$ cat src/rtl/usec_timer_pkg.sv
package usec_timer_pkg;
  localparam int unsigned BUS_AW = 3;
  localparam int unsigned BUS_DW = 8;

  localparam logic [BUS_AW-1:0] REG_CNT_LO = 3'd0;
  localparam logic [BUS_AW-1:0] REG_CNT_HI = 3'd1;
  localparam logic [BUS_AW-1:0] REG_RLD_LO = 3'd2;
  localparam logic [BUS_AW-1:0] REG_RLD_HI = 3'd3;
  localparam logic [BUS_AW-1:0] REG_CTRL   = 3'd4;
  localparam logic [BUS_AW-1:0] REG_STAT   = 3'd5;

  localparam int unsigned BIT_IVL = 0;
  localparam int unsigned BIT_PER = 1;
  localparam int unsigned NSRC    = 2;
endpackage

$ cat src/rtl/usec_prescaler.sv
module usec_prescaler #(
  parameter int unsigned DIV = 12
) (
  input  logic clk,
  input  logic rst_n,
  output logic tick
);
  localparam int unsigned PW = (DIV > 1) ? $clog2(DIV) : 1;
  localparam logic [PW-1:0] LAST = PW'(DIV - 1);

  logic [PW-1:0] div_q, div_d;

  assign tick = (div_q == LAST);

  always_comb begin
    div_d = tick ? '0 : div_q + 1'b1;
  end

  always_ff @(posedge clk or negedge rst_n) begin
    if (!rst_n) div_q <= '0;
    else        div_q <= div_d;
  end
endmodule

$ cat src/rtl/usec_free_counter.sv
module usec_free_counter #(
  parameter int unsigned CNT_W    = 16,
  parameter int unsigned PER_LOG2 = 10
) (
  input  logic             clk,
  input  logic             rst_n,
  input  logic             tick,
  output logic [CNT_W-1:0] cnt,
  output logic             per_evt
);
  logic [CNT_W-1:0] cnt_q, cnt_d;

  assign cnt     = cnt_q;
  assign per_evt = tick & (&cnt_q[PER_LOG2-1:0]);

  always_comb begin
    cnt_d = cnt_q;
    if (tick) cnt_d = cnt_q + 1'b1;
  end

  always_ff @(posedge clk or negedge rst_n) begin
    if (!rst_n) cnt_q <= '0;
    else        cnt_q <= cnt_d;
  end
endmodule

$ cat src/rtl/usec_interval.sv
module usec_interval #(
  parameter int unsigned IVL_W = 16
) (
  input  logic             clk,
  input  logic             rst_n,
  input  logic             tick,
  input  logic             en,
  input  logic [IVL_W-1:0] reload,
  output logic             expire
);
  logic [IVL_W-1:0] left_q, left_d;

  assign expire = en & tick & (left_q <= IVL_W'(1));

  always_comb begin
    left_d = left_q;
    if (!en)         left_d = reload;
    else if (expire) left_d = reload;
    else if (tick)   left_d = left_q - 1'b1;
  end

  always_ff @(posedge clk or negedge rst_n) begin
    if (!rst_n) left_q <= '0;
    else        left_q <= left_d;
  end
endmodule

$ cat src/rtl/usec_timer.sv
module usec_timer
  import usec_timer_pkg::*;
#(
  parameter int unsigned CLK_PER_US = 12,
  parameter int unsigned CNT_W      = 16,
  parameter int unsigned IVL_W      = 16,
  parameter int unsigned PER_LOG2   = 10
) (
  input  logic              clk,
  input  logic              rst_n,
  input  logic              bus_sel,
  input  logic              bus_wr,
  input  logic [BUS_AW-1:0] bus_addr,
  input  logic [BUS_DW-1:0] bus_wdata,
  output logic [BUS_DW-1:0] bus_rdata,
  output logic              irq_interval,
  output logic              irq_period
);
  localparam int unsigned WIDE = 2 * BUS_DW;

  logic             tick, per_evt, ivl_evt;
  logic [CNT_W-1:0] cnt;
  logic [IVL_W-1:0] rld_q, rld_d;
  logic [NSRC-1:0]  ctrl_q, ctrl_d, stat_q, stat_d, clr, set;
  logic [BUS_DW-1:0] hi_q, hi_d;
  logic [WIDE-1:0]  cnt_w, rld_w, rld_new;
  logic             wr_en, rd_en;

  usec_prescaler #(.DIV(CLK_PER_US)) u_pre (
    .clk(clk), .rst_n(rst_n), .tick(tick)
  );

  usec_free_counter #(.CNT_W(CNT_W), .PER_LOG2(PER_LOG2)) u_cnt (
    .clk(clk), .rst_n(rst_n), .tick(tick), .cnt(cnt), .per_evt(per_evt)
  );

  usec_interval #(.IVL_W(IVL_W)) u_ivl (
    .clk(clk), .rst_n(rst_n), .tick(tick), .en(ctrl_q[BIT_IVL]),
    .reload(rld_q), .expire(ivl_evt)
  );

  assign wr_en = bus_sel & bus_wr;
  assign rd_en = bus_sel & ~bus_wr;
  assign cnt_w = WIDE'(cnt);
  assign rld_w = WIDE'(rld_q);

  always_comb begin
    rld_new = rld_w;
    ctrl_d  = ctrl_q;
    clr     = '0;
    hi_d    = hi_q;
    if (wr_en) begin
      case (bus_addr)
        REG_RLD_LO: rld_new[BUS_DW-1:0]    = bus_wdata;
        REG_RLD_HI: rld_new[WIDE-1:BUS_DW] = bus_wdata;
        REG_CTRL:   ctrl_d                 = bus_wdata[NSRC-1:0];
        REG_STAT:   clr                    = bus_wdata[NSRC-1:0];
        default: ;
      endcase
    end
    if (rd_en && bus_addr == REG_CNT_LO) hi_d = cnt_w[WIDE-1:BUS_DW];
    rld_d = rld_new[IVL_W-1:0];
    set            = '0;
    set[BIT_IVL]   = ivl_evt;
    set[BIT_PER]   = per_evt;
    stat_d         = (stat_q & ~clr) | set;
  end

  always_ff @(posedge clk or negedge rst_n) begin
    if (!rst_n) begin
      rld_q  <= '0;
      ctrl_q <= '0;
      stat_q <= '0;
      hi_q   <= '0;
    end else begin
      rld_q  <= rld_d;
      ctrl_q <= ctrl_d;
      stat_q <= stat_d;
      hi_q   <= hi_d;
    end
  end

  always_comb begin
    bus_rdata = '0;
    case (bus_addr)
      REG_CNT_LO: bus_rdata = cnt_w[BUS_DW-1:0];
      REG_CNT_HI: bus_rdata = hi_q;
      REG_RLD_LO: bus_rdata = rld_w[BUS_DW-1:0];
      REG_RLD_HI: bus_rdata = rld_w[WIDE-1:BUS_DW];
      REG_CTRL:   bus_rdata = BUS_DW'(ctrl_q);
      REG_STAT:   bus_rdata = BUS_DW'(stat_q);
      default:    bus_rdata = '0;
    endcase
  end

  assign irq_interval = stat_q[BIT_IVL] & ctrl_q[BIT_IVL];
  assign irq_period   = stat_q[BIT_PER] & ctrl_q[BIT_PER];
endmodule

$ cat config.mk
export PLATFORM = sky130hd
export DESIGN_NAME = usec_timer
export DESIGN_NICKNAME = d
export VERILOG_FILES = /design/src/rtl/usec_timer_pkg.sv /design/src/rtl/usec_prescaler.sv /design/src/rtl/usec_free_counter.sv /design/src/rtl/usec_interval.sv /design/src/rtl/usec_timer.sv
export SDC_FILE = /design/constraint.sdc
export NUM_CORES = 1
export LEC_CHECK = 0
export CAP_MARGIN = 20
export CORE_ASPECT_RATIO = 1.2
export CORE_MARGIN = 8
export CORE_UTILIZATION = 25
export DETAILED_ROUTE_END_ITERATION = 6
export DONT_BUFFER_PORTS = 1
export HOLD_SLACK_MARGIN = 0.08
export SLEW_MARGIN = 20
export SYNTH_ARGS = -nofsm -noshare
export SYNTH_HDL_FRONTEND = slang
export SYNTH_SLANG_ARGS = --single-unit
$ cat constraint.sdc
create_clock -name clk -period 3.14 [get_ports clk]
set_input_delay 0.314 -clock clk [delete_from_list [all_inputs] [get_ports clk]]
set_output_delay 0.314 -clock clk [all_outputs]
set_load 0.01 [all_outputs]
After elaboration in Yosys (flattened, before gate mapping). Index checks and enable logic that the tools add are counted.

$add $sub $neg: 3. Magnitude comparators: 1. Equality and inequality tests: 7. Mux-type cells: 7. Bitwise gates (word level): 11. Reductions and logical operators: 6.

Operator list (number): 16-bit 2-to-1 mux (3); 8-bit one-hot mux with 6 select lines (1); 16-bit by 1-bit adder with 16-bit output, second input constant (1); 16-bit by 1-bit <= comparator with 1-bit output, second input constant (1); 16-bit by 1-bit subtractor with 16-bit output, second input constant (1); 10-bit AND reduction (1); 1-bit bitwise AND (7); 3-bit by 2-bit equality test with 1-bit output, second input constant (2); 3-bit equality test, second input constant (2); 2-bit AND reduction (3); 4-bit by 1-bit adder with 4-bit output, second input constant (1); 4-bit equality test, second input constant (1); 2-bit 2-to-1 mux (2); 4-bit 2-to-1 mux (1); 3-bit by 1-bit equality test with 1-bit output, second input constant (1); 3-bit zero test (1); 3-bit by 2-bit inequality test with 1-bit output, second input constant (1); 2-bit bitwise AND (1); 2-bit inverter (1); 2-bit bitwise OR (1); 1-bit logical AND (1); 1-bit inverter (1).

Register bits after elaboration: 64. Input bits: 15. Output and inout port bits: 10. Logic and storage cells: 43.

Depth between registers and ports, before layout.
Depth after elaboration: 6. Mapped depth: 8. Mapped depth without buffers: 7.

Hierarchy. Synthesis repeated with hierarchy kept, for this count alone.

Cell total of the unflattened synthesis: 314. Area, all modules: 3493.4 um^2.

Modules (own cells, without submodules): usec_timer (times used 1, cells an instance 97, area an instance 1442.6 um^2, sequential area each 700.7 um^2); usec_interval (times used 1, cells an instance 144, area an instance 1157.4 um^2, sequential area each 400.4 um^2); usec_free_counter (times used 1, cells an instance 59, area an instance 719.4 um^2, sequential area each 400.4 um^2); usec_prescaler (times used 1, cells an instance 14, area an instance 173.9 um^2, sequential area each 100.1 um^2).

Worst setup path after synthesis. OpenSTA, ideal clock, no wires.

Kind: register -> register. From: register u_ivl.left_q[2]. To: register u_ivl.left_q[9]. Setup time: 125 ps. Arrival time: 2096 ps. Data required time: 3015 ps. Setup slack: 919 ps. Stages on the path, launching flop included: 7. Buffers on the path: 1. Clock period less this slack: 2221 ps. Cell sequence: dfrtp_1 > or4_4 > buf_6 > or4_4 > or4_1 > o221ai_1 > a21oi_1.

Word-level cells in the longest chain between the ends: 4. Elaborated cells on any way between the ends: 7. Those cells by class: add/sub: 1; order compare: 1; eq/ne: 1; mux: 3; bitwise: 1.

RTL lines: from (decl) (RTL line usec_interval.sv:11) `logic [IVL_W-1:0] left_q, left_d;`; from (signal assigned) (RTL line usec_interval.sv:24) `else left_q <= left_d;`; 16-bit by 1-bit subtractor with 16-bit output / 16-bit by 1-bit <= comparator with 1-bit output (equally long branches) (RTL line usec_interval.sv:19, usec_interval.sv:13); 16-bit 2-to-1 mux / 1-bit bitwise AND (equally long branches) (RTL line usec_interval.sv:19, usec_interval.sv:13); 16-bit 2-to-1 mux (RTL line usec_interval.sv:18) `else if (expire) left_d = reload;`; 16-bit 2-to-1 mux (RTL line usec_interval.sv:17) `if (!en) left_d = reload;`.

Parallel ways exist; a longest one is shown, timed or not. The select of a mux whose other input is x is not followed. A chain may end at the register's enable or synchronous reset.

Worst setup path in the final report.
From: register u_ivl.left_q[8]. To: register u_ivl.left_q[5].

Word-level cells in the longest chain between the ends: 4. Elaborated cells on any way between the ends: 5. Those cells by class: order compare: 1; eq/ne: 1; mux: 2; bitwise: 1.

RTL lines: 16-bit by 1-bit <= comparator with 1-bit output * (RTL line usec_interval.sv:13) `assign expire = en & tick & (left_q <= IVL_W'(1));`; 1-bit bitwise AND * (RTL line usec_interval.sv:13); 16-bit 2-to-1 mux (RTL line usec_interval.sv:18); 16-bit 2-to-1 mux (RTL line usec_interval.sv:17).

Every way passes the cells marked *; elsewhere a longest branch is shown, timed or not.

==> impl_results.md <==
* Status: finished clean
* Slowest cell on crit path: o21ai_1
* Sw Ratio at 31.3%
* Share of cells above drive strength 1 at 18.2%
* Finished Cell Area at 3770 um2
* Postcts setup bufs at 0
* Net switching power figure at 803 uW
* Final period utilization at 74.5%
* Int Power at 1.76 mW
* Reg clk slew, reported paths at 0.06 ns
* Hold Slack at 0.107 ns
* Max Cap Viol at 0
* Setup tns final at 0 ns
* Top-area cell type share of the netlist area at 48.7%
* Sequential power share at 46.0%
* Commonest non-fill, non-tap cells in the layout: dfrtp_1 (64), nand2_1 (29), mux2_2 (26), nor2_1 (23), o21ai_0 (13)
* Synth area leaders: dfrtp_1 (49%), mux2_2 (8.9%), mux4_2 (4.1%), nand2_1 (3.3%), xnor2_1 (2.7%)
* Power per cell area at 681 nW/um2
* GPL Wtd Cong at 0.810
* Slowest stage delay, CP at 0.57 ns
* Syn Inst Count at 304
* Hold path start: bus_wdata[0]
* Reg2reg setup slack at 0.80 ns
* Routed wire length at 8.01 mm
* Leak Pwr at 1.57 nW
* Grt ovf at 0
* Synth area leader: dfrtp_1
* Initial antenna violation count at 0
* Final layout net count at 328
* Core Rows at 46
* Worst-margin pin slew at 0.722 ns
* Layout filler cell count at 1322
* Min cycle time layout at 2.34 ns
* Clock power frac at 35.1%
* WS Path Type: reg -> reg
* Final hold violations at 0
* Worst hold-check path type: in -> reg
* Grt met2 use at 17.6%
* Slew margin rel. at 51.9%
* Total track usage at 9.83%
* GRT busiest layer: met2
* Post-detail-place hpwl at 5.95 mm
* Reg2reg path depth at 5
* Post-synth EDFFs at 0
* Die height at 142 um
* #FFs+latches synth at 64
* Worst hold endpoint: ctrl_q[0]$_DFFE_PN0P_
* DRT antenna net count at 0
* Wire per inst at 16.6 um
* Commonest non-fill, non-tap cell in the layout: dfrtp_1
* Post-Syn Nets at 323
* DP Area at 3460 um2
* Power share of the combinational group at 18.9%
* Met3 Use GR at 2.74%
* Seq/Total Area, Yosys at 48.7%
* Synth Warn # at 0
* CP Launch Type: register
* DP Cell Count at 464
* PortBufs at 0
* Hold path depth at 2
* Quantity of hold-fixing buffers added after cts at 2
* Total power at 2.57 mW
* Clock sink count at 64
* CTS tree: done
* DRT iter0 DRCs at 178
* Crit path cell chain: nor3_1, nand3_1, o21ai_1, a21oi_1, a211o_1
* Worst r2r dst: u_ivl.left_q[5]$_DFFE_PN0P_
* Synth Flop Type: dfrtp_1
* Drt pass-1 iters at 4
* Number of distinct library cells after synthesis at 49
* Vias per cell at 4.98
* First-pass GRT wire length at 12.9 mm
* Synthesized area at 3290 um2
* Vias at 2398
* Maximum clock frequency at 427 MHz
* Core region area at 13100 um2
* Initial Util at 25.2%
* Worst Skew at 0.00498 ns
* Root Buffer: clkbuf_16
* Clk_lat worst skew at 0.32 ns
* Antenna Cells at 0
* Die W at 121 um
* Finish-stage setup viols at 0
* Area growth, synth to finish at 14.5%
* Largest net degree at the start of global routing at 65
* Crit path max fanout at 10
* Clock buffer depth at 2
* Residual DRC count at 0
* Ports at 25
* Number of global-route vias before repair at 2411
* Non-Filler Instances at 482
* WP data arrival at 2.54 ns
* Reg2reg start: u_ivl.left_q[8]$_DFFE_PN0P_
* H-Tree Depth at 3
* DIE AREA at 17100 um2
* Pins Over Slew Limit at 0
* Number of gates resized after cts at 0
* Share of synthesized flip-flops with an asynchronous set or reset at 100%
* CTS Buf Count at 9
* Data required, critical path at 3.34 ns
* Post-Syn Area per Cell at 10.8 um2
* CP Capture Type: register
* RSZ-0062 raised after global routing: false
* Met1 Resource Use GR at 10.2%
* Peak VDD IR at 0.229 mV
[how the worst max path moves through the flow]
stage / start / end / slack, ns
after global placement: u_ivl.left_q[8]$_DFFE_PN0P_ / u_ivl.left_q[5]$_DFFE_PN0P_ / 0.90
after detailed placement: u_ivl.left_q[8]$_DFFE_PN0P_ / u_ivl.left_q[8]$_DFFE_PN0P_ / 0.84
after CTS: u_ivl.left_q[8]$_DFFE_PN0P_ / u_ivl.left_q[8]$_DFFE_PN0P_ / 0.81
after global routing: u_ivl.left_q[8]$_DFFE_PN0P_ / u_ivl.left_q[5]$_DFFE_PN0P_ / 0.61
after floorplan: u_ivl.left_q[2]$_DFFE_PN0P_ / u_ivl.left_q[9]$_DFFE_PN0P_ / 0.92
final: u_ivl.left_q[8]$_DFFE_PN0P_ / u_ivl.left_q[5]$_DFFE_PN0P_ / 0.80
[synthesized netlist by cell type (2+ instances only)]
| master | number |
|---|---|
| dfrtp_1 | 64 |
| nand2_1 | 29 |
| mux2_2 | 26 |
| nor2_1 | 23 |
| o21ai_0 | 13 |
| nand3_1 | 11 |
| xnor2_1 | 10 |
| and2_1 | 9 |
| nand4_1 | 9 |
| nor3_1 | 9 |
| a31oi_1 | 8 |
| a21oi_1 | 7 |
| clkbuf_1 | 6 |
| mux4_2 | 6 |
| xor2_1 | 6 |
| inv_1 | 5 |
| nor4_1 | 5 |
| and3_1 | 4 |
| buf_6 | 4 |
| ha_1 | 4 |
| mux2i_1 | 4 |
| a211o_1 | 3 |
| nand3b_1 | 3 |
| or4_1 | 3 |
| a2bb2oi_1 | 2 |
| nand2b_1 | 2 |
| nor3b_1 | 2 |
| o21a_1 | 2 |
| o22ai_1 | 2 |
| o31ai_1 | 2 |
| or2_1 | 2 |
| or4_4 | 2 |
[cells by family (layout without fill, tap and decap cells)]
kind of cell	after synthesis	in the layout	synth area share, %
compound gates	50	50	10.0
xor+xnor	16	16	4.26
fa+ha+maj	4	4	1.52
buf+inv	17	27	2.89
flops	64	64	48.7
mux	36	36	14.2
simple gates	117	117	18.4
[power by group through the flow]
stage	clock (mW)	combinational [mW]	sequential, mW
after detailed placement	0	0.466	1.19
after global placement	0	0.462	1.18
final	0.901	0.484	1.18
after global routing	0.957	0.545	1.20
after floorplan	0	0.419	1.12
after CTS	0.917	0.490	1.18
[metal layers]
layer	vias up	share of wire, %
li1	1137	-
met1	1202	39
met2	44	54
met3	15	4.4
met4	0	2.2
met5	-	0
[stage by stage]
step	util [%]	setup WS, ns
6_report	28.8	0.800
5_1_grt	28.8	0.608
4_1_cts	28.8	0.810
3_5_place_dp	26.5	0.839
3_3_place_gp	26.5	0.895
2_1_floorplan	-	0.919
[worst max-delay path, delay by kind of cell, from the launching register on]
kind,cells,cell delay (ns)
compound gates,3,0.96
simple gates,2,0.84
flops,1,0.43
[flip-flops by register name, indices dropped and copies added, names as in the netlist]
name	cells
ctrl_q	2
u_pre.div_q	4
stat_q	2
hi_q	8
u_ivl.left_q	16
rld_q	16
u_cnt.cnt	16
[cell type report]
| class | instances | area, um2 | share of cell area (%) |
|---|---|---|---|
| sequential | 64 | 1600 | 42.5 |
| multi-input combinational | 223 | 1600 | 42.3 |
| clock buffer | 11 | 243 | 6.44 |
| tap | 168 | 210 | 5.58 |
| timing repair buffer | 6 | 67.6 | 1.79 |
| clock inverter | 5 | 32.5 | 0.863 |
| inverter | 5 | 18.8 | 0.498 |
(Power assumes the default switching activity.)
